## config.mk

```make
export PLATFORM = sky130hd
export DESIGN_NAME = bcd_rtc_core
export DESIGN_NICKNAME = d
export VERILOG_FILES = /design/src/rtl/bcd_rtc_pkg.sv /design/src/rtl/bcd_rtc_prescaler.sv /design/src/rtl/bcd_rtc_calendar.sv /design/src/rtl/bcd_rtc_regs.sv /design/src/rtl/bcd_rtc_core.sv
export SDC_FILE = /design/constraint.sdc
export NUM_CORES = 1
export LEC_CHECK = 0
export ABC_AREA = 1
export ABC_CLOCK_PERIOD_IN_PS = 2730
export BUFFER_PORTS_ARGS = -buffer_cell sky130_fd_sc_hd__buf_2
export CAP_MARGIN = 10
export CORE_MARGIN = 2
export CORE_UTILIZATION = 55
export CTS_CLUSTER_DIAMETER = 30
export DETAILED_ROUTE_END_ITERATION = 10
export PLACE_DENSITY = 0.72
export SYNTH_ARGS = -nofsm -noshare
export SYNTH_HDL_FRONTEND = slang
export SYNTH_SLANG_ARGS = --single-unit
```

## constraint.sdc

```tcl
create_clock -name clk -period 2.73 [get_ports clk]
set_input_delay 0.1365 -clock clk [delete_from_list [all_inputs] [get_ports clk]]
set_output_delay 0.1365 -clock clk [all_outputs]
set_load 0.01 [all_outputs]
```

## src/rtl/bcd_rtc_pkg.sv

```systemverilog
package bcd_rtc_pkg;

   typedef struct packed {
      logic [7:0] year;
      logic [7:0] month;
      logic [7:0] day;
      logic [7:0] wday;
      logic [7:0] hour;
      logic [7:0] minute;
      logic [7:0] sec;
   } rtc_time_t;

   typedef struct packed {
      logic year;
      logic month;
      logic day;
      logic wday;
      logic hour;
      logic minute;
      logic sec;
   } rtc_wr_t;

   typedef enum logic [1:0] {
      WIN_MINSEC = 2'b00,
      WIN_WDAYHR = 2'b01,
      WIN_MONDAY = 2'b10,
      WIN_YEAR   = 2'b11
   } win_sel_e;

   localparam logic [1:0] ADR_CTRL = 2'd0;
   localparam logic [1:0] ADR_LO   = 2'd1;
   localparam logic [1:0] ADR_HI   = 2'd2;

   localparam int CTRL_RUN_BIT  = 7;
   localparam int CTRL_WREN_BIT = 6;

   localparam rtc_time_t RTC_RESET = '{year: 8'h00, month: 8'h01, day: 8'h01,
                                       wday: 8'h06, hour: 8'h00, minute: 8'h00,
                                       sec: 8'h00};

   // advance a packed BCD value, returning to first after last
   function automatic logic [7:0] bcd_step(input logic [7:0] v,
                                           input logic [7:0] last,
                                           input logic [7:0] first);
      if (v == last)
         return first;
      else if (v[3:0] >= 4'd9)
         return {v[7:4] + 4'd1, 4'd0};
      else
         return v + 8'd1;
   endfunction

   // two-digit BCD year divisible by four: units + 2*tens is a multiple of 4
   function automatic logic is_leap(input logic [7:0] yr);
      logic [3:0] s;
      s = yr[3:0] + {2'b00, yr[4], 1'b0};
      return (s[1:0] == 2'b00);
   endfunction

   function automatic logic [7:0] month_last(input logic [7:0] mo,
                                             input logic [7:0] yr);
      case (mo)
         8'h02:                      return is_leap(yr) ? 8'h29 : 8'h28;
         8'h04, 8'h06, 8'h09, 8'h11: return 8'h30;
         default:                    return 8'h31;
      endcase
   endfunction

endpackage

```

## src/rtl/bcd_rtc_prescaler.sv

```systemverilog
module bcd_rtc_prescaler #(
   parameter int TICKS_PER_SEC = 32768,
   parameter int SYNC_TICKS    = 64
) (
   input  logic clk,
   input  logic rst_n,
   input  logic run,
   input  logic tick,
   input  logic clear,
   output logic sec_step,
   output logic half_sec,
   output logic sync_win
);
   localparam int CW         = $clog2(TICKS_PER_SEC);
   localparam int SYNC_START = TICKS_PER_SEC - SYNC_TICKS;
   localparam bit IS_POW2    = (TICKS_PER_SEC & (TICKS_PER_SEC - 1)) == 0;

   initial begin
      assert (TICKS_PER_SEC >= 2 && (TICKS_PER_SEC % 2) == 0)
         else $error("TICKS_PER_SEC must be even and at least 2");
      assert (SYNC_TICKS >= 1 && SYNC_TICKS <= TICKS_PER_SEC / 2)
         else $error("SYNC_TICKS must lie in 1..TICKS_PER_SEC/2");
   end

   logic [CW-1:0] cnt;
   logic [CW-1:0] cnt_nxt;
   logic          at_last;
   logic          hold;

   assign at_last  = (cnt == CW'(TICKS_PER_SEC - 1));
   assign hold     = clear | ~run;
   assign sec_step = run & tick & at_last & ~clear;
   assign sync_win = run & (cnt >= CW'(SYNC_START));

   generate
      if (IS_POW2) begin : g_pow2
         assign cnt_nxt  = cnt + 1'b1;
         assign half_sec = cnt[CW-1];
      end else begin : g_cmp
         localparam int HALF = TICKS_PER_SEC / 2;
         assign cnt_nxt  = at_last ? '0 : cnt + 1'b1;
         assign half_sec = (cnt >= CW'(HALF));
      end
   endgenerate

   always_ff @(posedge clk) begin
      if (!rst_n)
         cnt <= '0;
      else if (hold)
         cnt <= '0;
      else if (tick)
         cnt <= cnt_nxt;
   end

   p_hold_off_r2: assert property (@(posedge clk) disable iff (!rst_n)
      !run |=> (cnt == '0));
   p_wrap_after_step_r2: assert property (@(posedge clk) disable iff (!rst_n)
      sec_step |=> (cnt == '0));
   p_clear_half_r10: assert property (@(posedge clk) disable iff (!rst_n)
      clear |=> !half_sec);
   p_sync_before_step_r11: assert property (@(posedge clk) disable iff (!rst_n)
      sec_step |-> sync_win);

endmodule

```

## src/rtl/bcd_rtc_calendar.sv

```systemverilog
module bcd_rtc_calendar
   import bcd_rtc_pkg::*;
(
   input  logic      clk,
   input  logic      rst_n,
   input  logic      step,
   input  rtc_wr_t   wr,
   input  logic [7:0] wdata,
   output rtc_time_t tm
);
   logic       c_min, c_hr, c_day, c_mon, c_yr;
   logic [7:0] last_day;

   assign last_day = month_last(tm.month, tm.year);
   assign c_min    = step  && (tm.sec    == 8'h59);
   assign c_hr     = c_min && (tm.minute == 8'h59);
   assign c_day    = c_hr  && (tm.hour   == 8'h23);
   assign c_mon    = c_day && (tm.day    == last_day);
   assign c_yr     = c_mon && (tm.month  == 8'h12);

   always_ff @(posedge clk) begin
      if (!rst_n) begin
         tm <= RTC_RESET;
      end else begin
         if (wr.sec)         tm.sec    <= wdata;
         else if (step)      tm.sec    <= bcd_step(tm.sec, 8'h59, 8'h00);
         if (wr.minute)      tm.minute <= wdata;
         else if (c_min)     tm.minute <= bcd_step(tm.minute, 8'h59, 8'h00);
         if (wr.hour)        tm.hour   <= wdata;
         else if (c_hr)      tm.hour   <= bcd_step(tm.hour, 8'h23, 8'h00);
         if (wr.wday)        tm.wday   <= wdata;
         else if (c_day)     tm.wday   <= bcd_step(tm.wday, 8'h06, 8'h00);
         if (wr.day)         tm.day    <= wdata;
         else if (c_day)     tm.day    <= bcd_step(tm.day, last_day, 8'h01);
         if (wr.month)       tm.month  <= wdata;
         else if (c_mon)     tm.month  <= bcd_step(tm.month, 8'h12, 8'h01);
         if (wr.year)        tm.year   <= wdata;
         else if (c_yr)      tm.year   <= bcd_step(tm.year, 8'h99, 8'h00);
      end
   end

   p_sec_wrap_r3: assert property (@(posedge clk) disable iff (!rst_n)
      (step && tm.sec == 8'h59 && !wr.sec) |=> (tm.sec == 8'h00));
   p_min_wrap_r3: assert property (@(posedge clk) disable iff (!rst_n)
      (c_hr && !wr.minute) |=> (tm.minute == 8'h00));
   p_wday_wrap_r4: assert property (@(posedge clk) disable iff (!rst_n)
      (c_day && tm.wday == 8'h06 && !wr.wday) |=> (tm.wday == 8'h00));
   p_leap_feb_r5: assert property (@(posedge clk) disable iff (!rst_n)
      (c_day && tm.month == 8'h02 && tm.day == 8'h28 && is_leap(tm.year)
       && !wr.day && !wr.month) |=> (tm.day == 8'h29 && tm.month == 8'h02));
   p_year_wrap_r6: assert property (@(posedge clk) disable iff (!rst_n)
      (c_yr && tm.year == 8'h99 && !wr.year) |=> (tm.year == 8'h00));
   p_sec_write_wins_r12: assert property (@(posedge clk) disable iff (!rst_n)
      wr.sec |=> (tm.sec == $past(wdata)));

endmodule

```

## src/rtl/bcd_rtc_regs.sv

```systemverilog
module bcd_rtc_regs
   import bcd_rtc_pkg::*;
(
   input  logic       clk,
   input  logic       rst_n,
   input  logic       bus_wr,
   input  logic       bus_rd,
   input  logic [1:0] bus_addr,
   input  logic [7:0] bus_wdata,
   output logic [7:0] bus_rdata,
   input  rtc_time_t  tm,
   input  logic       half_sec,
   input  logic       sync_win,
   output logic       run,
   output logic       unlocked,
   output rtc_wr_t    fwr
);
   win_sel_e ptr;
   logic     ctrl_wr, hi_acc, lo_wr_ok, hi_wr_ok;

   assign ctrl_wr  = bus_wr && (bus_addr == ADR_CTRL);
   assign hi_acc   = (bus_wr || bus_rd) && (bus_addr == ADR_HI);
   assign lo_wr_ok = bus_wr && unlocked && (bus_addr == ADR_LO);
   assign hi_wr_ok = bus_wr && unlocked && (bus_addr == ADR_HI);

   always_ff @(posedge clk) begin
      if (!rst_n) begin
         ptr      <= WIN_MINSEC;
         run      <= 1'b0;
         unlocked <= 1'b0;
      end else if (ctrl_wr) begin
         ptr      <= win_sel_e'(bus_wdata[1:0]);
         unlocked <= bus_wdata[CTRL_WREN_BIT];
         if (unlocked)
            run <= bus_wdata[CTRL_RUN_BIT];
      end else if (hi_acc && ptr != WIN_MINSEC) begin
         ptr <= win_sel_e'(ptr - 2'd1);
      end
   end

   always_comb begin
      fwr        = '0;
      fwr.sec    = lo_wr_ok && (ptr == WIN_MINSEC);
      fwr.minute = hi_wr_ok && (ptr == WIN_MINSEC);
      fwr.hour   = lo_wr_ok && (ptr == WIN_WDAYHR);
      fwr.wday   = hi_wr_ok && (ptr == WIN_WDAYHR);
      fwr.day    = lo_wr_ok && (ptr == WIN_MONDAY);
      fwr.month  = hi_wr_ok && (ptr == WIN_MONDAY);
      fwr.year   = lo_wr_ok && (ptr == WIN_YEAR);
   end

   always_comb begin
      bus_rdata = 8'h00;
      case (bus_addr)
         ADR_CTRL: bus_rdata = {run, unlocked, sync_win, half_sec, 2'b00, ptr};
         ADR_LO: begin
            case (ptr)
               WIN_MINSEC: bus_rdata = tm.sec;
               WIN_WDAYHR: bus_rdata = tm.hour;
               WIN_MONDAY: bus_rdata = tm.day;
               default:    bus_rdata = tm.year;
            endcase
         end
         ADR_HI: begin
            case (ptr)
               WIN_MINSEC: bus_rdata = tm.minute;
               WIN_WDAYHR: bus_rdata = tm.wday;
               WIN_MONDAY: bus_rdata = tm.month;
               default:    bus_rdata = 8'h00;
            endcase
         end
         default: bus_rdata = 8'h00;
      endcase
   end

   p_ptr_dec_r8: assert property (@(posedge clk) disable iff (!rst_n)
      (hi_acc && ptr != WIN_MINSEC) |=> (ptr == win_sel_e'($past(ptr) - 2'd1)));
   p_ptr_floor_r8: assert property (@(posedge clk) disable iff (!rst_n)
      (hi_acc && ptr == WIN_MINSEC) |=> (ptr == WIN_MINSEC));
   p_run_locked_r9: assert property (@(posedge clk) disable iff (!rst_n)
      (ctrl_wr && !unlocked) |=> (run == $past(run)));
   p_one_field_r7: assert property (@(posedge clk) disable iff (!rst_n)
      $onehot0(fwr));

endmodule

```

## src/rtl/bcd_rtc_core.sv

```systemverilog
module bcd_rtc_core
   import bcd_rtc_pkg::*;
#(
   parameter int TICKS_PER_SEC = 32768,
   parameter int SYNC_TICKS    = 64
) (
   input  logic       clk,
   input  logic       rst_n,
   input  logic       tick_in,
   input  logic       bus_wr,
   input  logic       bus_rd,
   input  logic [1:0] bus_addr,
   input  logic [7:0] bus_wdata,
   output logic [7:0] bus_rdata
);
   rtc_time_t tm;
   rtc_wr_t   fwr;
   logic      run, unlocked, sec_step, half_sec, sync_win;

   bcd_rtc_prescaler #(
      .TICKS_PER_SEC (TICKS_PER_SEC),
      .SYNC_TICKS    (SYNC_TICKS)
   ) u_presc (
      .clk      (clk),
      .rst_n    (rst_n),
      .run      (run),
      .tick     (tick_in),
      .clear    (fwr.sec),
      .sec_step (sec_step),
      .half_sec (half_sec),
      .sync_win (sync_win)
   );

   bcd_rtc_calendar u_cal (
      .clk   (clk),
      .rst_n (rst_n),
      .step  (sec_step),
      .wr    (fwr),
      .wdata (bus_wdata),
      .tm    (tm)
   );

   bcd_rtc_regs u_regs (
      .clk       (clk),
      .rst_n     (rst_n),
      .bus_wr    (bus_wr),
      .bus_rd    (bus_rd),
      .bus_addr  (bus_addr),
      .bus_wdata (bus_wdata),
      .bus_rdata (bus_rdata),
      .tm        (tm),
      .half_sec  (half_sec),
      .sync_win  (sync_win),
      .run       (run),
      .unlocked  (unlocked),
      .fwr       (fwr)
   );

   p_locked_min_r9: assert property (@(posedge clk) disable iff (!rst_n)
      (bus_wr && !unlocked && bus_addr == ADR_HI && tm.sec != 8'h59)
      |=> $stable(tm.minute));
   p_idle_when_off_r2: assert property (@(posedge clk) disable iff (!rst_n)
      (!run && fwr == '0) |=> $stable(tm));

endmodule

```

=== Word-level counts from Yosys, hierarchy flattened ===
Index checks and enable logic that the tools add are counted.

* Flip-flop bits (word level): 75
* Latch bits: 0
* Bits in writable memories: 0
* Memory bits (read-only): 0
* Logic and storage cells: 131
* Memories: 0

* Add/sub/neg operators: 17
* $mul: 0
* Divide/modulo/power cells: 0
* $lt $le $gt $ge: 8
* Equality and inequality tests: 18
* Shifts and indexed selects: 0
* Muxes and demuxes: 35
* Bitwise operators: 8
* Reduce and logical (&&, ||, !) cells: 34

{| class="wikitable"
|+ Operator list
! cell !! count
|-
| 8-bit two-way mux || 28
|-
| 8-bit case mux with 3 select lines || 3
|-
| 8-bit by 1-bit adder with 8-bit output, second input constant || 7
|-
| 4-bit by 1-bit adder with 4-bit output, second input constant || 7
|-
| 4-bit greater-or-equal comparator, second input constant || 7
|-
| 8-bit by 3-bit equality test with 1-bit output, second input constant || 3
|-
| 1-bit logical AND || 18
|-
| 2-bit nonzero test || 9
|-
| 8-bit by 5-bit equality test with 1-bit output, second input constant || 2
|-
| 8-bit by 7-bit equality test with 1-bit output, second input constant || 2
|-
| 8-bit case mux with 2 select lines || 1
|-
| 15-bit by 1-bit adder with 15-bit output, second input constant || 1
|-
| 15-bit equality test, second input constant || 1
|-
| 15-bit greater-or-equal comparator, second input constant || 1
|-
| 8-bit by 2-bit equality test with 1-bit output, second input constant || 1
|-
| 8-bit by 4-bit equality test with 1-bit output, second input constant || 1
|-
| 8-bit by 6-bit equality test with 1-bit output, second input constant || 1
|-
| 8-bit equality test || 1
|-
| 8-bit equality test, second input constant || 1
|-
| 2-bit equality test, second input constant || 3
|-
| 2-bit logical NOT || 3
|-
| 1-bit bitwise AND || 4
|-
| 2-bit by 1-bit equality test with 1-bit output, second input constant || 2
|-
| 2-bit two-way mux || 2
|-
| other kinds (9) || 11
|}

=== Longest topological paths before layout ===
* Word-level depth: 12
* Mapped depth: 18
* Mapped depth without buffers: 18

=== Hierarchy ===
From an unflattened synthesis, not the netlist that was laid out.

* Cell total of the unflattened synthesis: 886
* Area, all modules: 5,756.8 um^2

{| class="wikitable"
|+ Modules (own cells, without submodules)
! module !! instances !! cells an instance !! area each (um^2) !! sequential area each (um^2)
|-
| bcd_rtc_calendar || 1 || 603 || 4,112.7 || 1,121.1
|-
| bcd_rtc_regs || 1 || 170 || 850.8 || 80.1
|-
| bcd_rtc_prescaler || 1 || 113 || 793.3 || 300.3
|}

=== Least setup slack after synthesis ===
OpenSTA, ideal clock, no wires.

* Path kind: reg-to-reg
* From: register u_regs.ptr[0]
* To: register u_cal.tm[15] (netlist name)
* Library setup time: 132 ps
* Arrival: 1,829 ps
* Path slack: 769 ps
* Stages on the path, launching flop included: 11
* Buffers on the path: 1
* Clock period less this slack: 1,961 ps
* Path through: dfxtp_1 > inv_1 > ha_1 > clkbuf_1 > inv_1 > nor2_1 > inv_1 > o21ai_0 > nor2_1 > a22oi_1 > a21oi_1

* Longest elaborated chain between the ends: 6

{| class="wikitable"
|+ Ends and longest elaborated chain
! item !! RTL line !! source
|-
| start, declared || bcd_rtc_regs.sv:18 || <nowiki>win_sel_e ptr;</nowiki>
|-
| start signal, assigned || bcd_rtc_regs.sv:32 || <nowiki>ptr <= win_sel_e'(bus_wdata[1:0]);</nowiki>
|-
| start signal, assigned || bcd_rtc_regs.sv:37 || <nowiki>ptr <= win_sel_e'(ptr - 2'd1);</nowiki>
|-
| 2-bit logical NOT * || bcd_rtc_regs.sv:43, bcd_rtc_regs.sv:44 ||
|-
| 1-bit logical AND || bcd_rtc_regs.sv:43 || <nowiki>fwr.sec = lo_wr_ok && (ptr == WIN_MINSEC);</nowiki>
|-
| 1-bit NOT || bcd_rtc_prescaler.sv:32 || <nowiki>assign sec_step = run & tick & at_last & ~clear;</nowiki>
|-
| 1-bit bitwise AND || bcd_rtc_prescaler.sv:32 ||
|-
| 1-bit logical AND || bcd_rtc_calendar.sv:15 || <nowiki>assign c_min = step && (tm.sec == 8'h59);</nowiki>
|-
| 2-bit nonzero test (no line) || - ||
|}

Mark *: on every way between the ends. The rest lies on a longest branch, timed or not.
A chain may end at the register's enable or synchronous reset.

=== Worst setup path after layout ===
* From: register u_regs.ptr[0]
* To: output port bus_rdata[5]

* Longest elaborated chain between the ends: 3

{| class="wikitable"
|+ Ends and longest elaborated chain
! item !! RTL line !! source
|-
| 2-bit equality test, or another cell as far along || bcd_rtc_regs.sv:57, bcd_rtc_regs.sv:65 ||
|-
| 8-bit case mux with 3 select lines, on equally long branches || bcd_rtc_regs.sv:65, bcd_rtc_regs.sv:57 ||
|-
| 8-bit case mux with 3 select lines * || bcd_rtc_regs.sv:54 || <nowiki>case (bus_addr)</nowiki>
|-
| end, declared || bcd_rtc_core.sv:14 || <nowiki>output logic [7:0] bus_rdata</nowiki>
|}

Marks and branches as above.

==> results.txt <==
- Once the floorplan was initialized, standard cells occupied 56.88% of the core.
- The startpoint identified for the worst hold timing path is tick_in.
* WHS Endpoint: u_presc.cnt[0]
- In this run the cell area of the synthesized design comes to 5585 sq um.
- Total DRC errors in the routed layout: 0
- Final Slew Violations: 0
- Vias in the first global route: 5,334
- Area after DPL: 5871 sq um
* Path category of the worst min-delay check: primary input to flip-flop
- Setup TNS: 0 ns
- Pin count of the biggest net entering global routing: 27
- Port buffer count: 22
- Leak Pwr: 2.515 nW
- Launch instance of the worst register-to-register path: u_regs.ptr[0]
* Avg Synthesized Cell Area: 6.665 sq um
- At the end of the flow the core is filled with cells to 61.85%.
* Remaining Overflow, GRT: 0
* Source-to-sink clock delay at the later pin of the worst-skew pair: 0.38 ns
- Final cycle utilization of the critical path: 92.22%
* Final net count: 922
- The routed layout has 5,846 vias.
* Worst-Margin Slew: 0.8634 ns
* Top-Level Pins: 23
- The most used flip-flop cell after synthesis is dfxtp_1.
* Logic gate share of total power: 7.6%
* Worst EP arrival: 2.38 ns
- Counting flops and latches in the post-synthesis netlist gives 75.
- The total area inside the core boundary comes to 9819 sq um.
* Instance count along the most critical hold path: 3
* Ratio of cells with drive above 1 in the final layout: 8.756%
- Summing the sequential cell areas from Yosys gives 26.88% of the chip area.
- Total CTS buffers: 9
- CTS built an H-tree with a depth of 3.
- Counting cells, the worst reg-to-reg path comes to 9.
* Sw frac: 26.86%
- Of all flip-flops after synthesis, the portion carrying an async set or reset was 0%.
* Final hold violations: 0
- Number of nets with antenna violations after detailed routing: 0
* Clock tree from TritonCTS: done
- The tree built by TritonCTS fans out to 75 sinks.
* P per Cell Area: 358.5 nW/um^2
* Power dissipated by switching net loads: 584.9 uW
* Antenna cell count: 0
- Min Clock Period, post-route: 2.517 ns
* Flop pwr share: 50.7%
* Clock group share of total power: 41.7%
* Post-CTS repair timing setup buffer count: 0
* Die outline width: 104.8 um
- Timing would allow up to 0.3972 GHz.
* Result of the run: complete, no violations
- The internal power of the cells totals 1.593 mW.
- Die span in y: 104.8 um
* Number of nets in the synthesized netlist: 897
- Clock-pin slew of the registers on the worst-case setup and hold paths: 0.09 ns
* Number of antenna violations at the first check in global routing: 0
- STA classifies the critical path startpoint as a flip-flop.
- Max_cap viols: 0
* Total Wirelength: 17.09 mm
- First-pass DRT Iterations: 5
- Max transition margin: 42.38%
* Top cell type's share of synthesized area: 26.88%
- Of all cell types, the one taking the most synthesized area is dfxtp_1.
- Number of hold buffers added after cts: 0
* Clock tree root buffer cell: clkbuf_8
- After synthesis, the netlist uses 40 different library cells.
- Detailed Place HPWL: 12.98 mm
- Setup repair after global routing missed its margin: false
* Wire length of the first global-routing pass: 27.32 mm
- Total number of placement rows: 36
- Dividing the detail-routed via count by the number of cells gives 5.840.
- Final setup vio count: 0
- Along the worst path, the maximum fanout reaches 12.
* Final std cell area, no fill: 6073 sq um
- Cells after synthesis: 838
- Die Area: 10,980 sq um
* Global-route usage over all layers: 31.47%
- In this run the register-to-register setup slack is 0.23 ns.
- STA classifies the critical path endpoint as an output port.
- Post-DR wirelength/cell: 17.07 um
* Post-synthesis to final-layout area growth: 8.736%
- The endpoint identified for the worst register-to-register timing path is u_cal.tm[43].
- Biggest area contributors in the synthesized netlist: dfxtp_1 (27%), nand2_1 (11%), ha_1 (9.9%)
- Placer congestion estimate: 1.030
- IR analysis of the VDD net gives a maximum drop of 0.3569 mV.
* Total of warnings raised by yosys: 0
- Once the clock tree was built, the resizer swapped 0 gates to a different size.
- The synthesized design contains 0 enable-type register cells.
- In this run, the number of DRC markers left after iteration 0 of detailed routing was 441.
- Crit Path Category: flip-flop to output port
- The clock passes through at most 2 buffers.
- At the worst endpoint, the required time is 2.59 ns.
- Post-route clock skew: 0.01380 ns
-- metrics by stage --
stage                     instances  hold slack (ns)  setup slack [ns]  power [mW]
after CTS                      1001          0.04917            0.2301       2.191
after detailed placement        985           0.4526            0.3223       1.290
after floorplan                 838           0.2736            0.7687       1.217
after global placement          985           0.4359            0.4218       1.287
final                          1001          0.06139            0.2125       2.178
after global routing           1001          0.05328           0.01137       2.243
-- power groups by stage --
stage,registers [mW],logic (mW),clock network (mW)
global placement,1.13,0.158,0
floorplan,1.13,0.0882,0
CTS,1.10,0.160,0.927
finish,1.10,0.165,0.908
detailed placement,1.13,0.160,0
global route,1.11,0.175,0.962
-- critical path, cell delays in order, from the launching register on --
cell and delay (ns):
dfxtp_1 0.34, inv_1 0.14, ha_1 0.44, inv_1 0.21, o21ai_0 0.31, o221ai_1 0.20
o311ai_0 0.15, buf_2 0.22
-- Yosys cell counts, drive strengths merged (2+ instances only) --
| master | n |
|---|---|
| xor2 | 24 |
| o22ai | 15 |
| inv | 130 |
| o221ai | 12 |
| nand2 | 171 |
| a22oi | 2 |
| o21ai | 67 |
| ha | 44 |
| o2111ai | 3 |
| a221oi | 2 |
| nand4 | 20 |
| xnor2 | 4 |
| nand3 | 56 |
| o31ai | 2 |
| or2 | 3 |
| nor2 | 82 |
| a211oi | 3 |
| clkbuf | 14 |
| a21oi | 58 |
| nor3 | 17 |
| buf | 4 |
| dfxtp | 75 |
| a31oi | 21 |
| o211ai | 4 |
-- layout by cell type (no fill, tap or decap), types with 2 or more instances in the layout --
cell and n:
a211oi_1 3, a21oi_1 58, a221oi_1 2, a22oi_1 2
a31oi_1 21, buf_2 22, buf_4 9, clkbuf_8 10
clkinv_4 2, dfxtp_1 75, ha_1 44, inv_1 127
inv_2 3, nand2_1 164, nand2_2 6, nand3_1 51
nand3_2 2, nand3_4 3, nand4_1 19, nor2_1 72
nor2_2 3, nor2_4 6, nor3_1 17, o2111ai_1 3
o211ai_1 4, o21ai_0 65, o21ai_1 2, o221ai_1 12
o22ai_1 15, o31ai_1 2, or2_2 3, xnor2_1 4
xor2_1 24
-- worst max path at each step --
stage | startpoint | endpoint | slack, ns | cells past startpoint
floorplan | u_regs.ptr[0] | u_cal.tm[15] | 0.77 | 10
global placement | u_regs.ptr[0] | u_cal.tm[43] | 0.42 | 9
detailed placement | u_regs.ptr[0] | u_cal.tm[43] | 0.32 | 9
CTS | u_regs.ptr[0] | bus_rdata[5] | 0.23 | 7
global route | u_regs.ptr[0] | u_cal.tm[43] | 0.01 | 9
finish | u_regs.ptr[0] | bus_rdata[5] | 0.21 | 7
-- per-layer routing --
| metal | routed length (um) | up-vias | GRT usage, % |
|---|---|---|---|
| met5 | 0 | - | 0 |
| met4 | 528 | 0 | 11.90 |
| met3 | 1339 | 41 | 7.174 |
| met2 | 7963 | 227 | 51.21 |
| met1 | 7256 | 2727 | 40.53 |
| li1 | - | 2851 | - |
-- state kept, by name, summed over array words and instances, names as in the netlist --
register         flops
u_presc.cnt         15
u_regs.ptr           2
u_cal.tm            56
u_regs.unlocked      1
u_regs.run           1
-- area by class of cell --
cell class	count	area, sq um
Clock buffer	11	141.4
Clock inverter	5	61.31
Fill cell	963	3746
Inverter	131	491.7
Multi-Input combinational cell	614	3513
Sequential cell	75	1501
Tap cell	133	166.4
Timing Repair Buffer	32	197.7
-- cell families (layout without fill, tap and decap cells) --
| family | count (synthesis) | count (layout) | share of synthesized area (%) |
|---|---|---|---|
| adders and majority gates | 44 | 44 | 9.857 |
| DFF | 75 | 75 | 26.88 |
| and+or+nand+nor | 350 | 350 | 28.83 |
| AOI/OAI and AO/OA | 192 | 192 | 19.83 |
| xor gates and xnor gates | 28 | 28 | 4.391 |
| buffers and inverters | 149 | 179 | 10.21 |
Note: power is estimated with default switching activity, not from simulation.
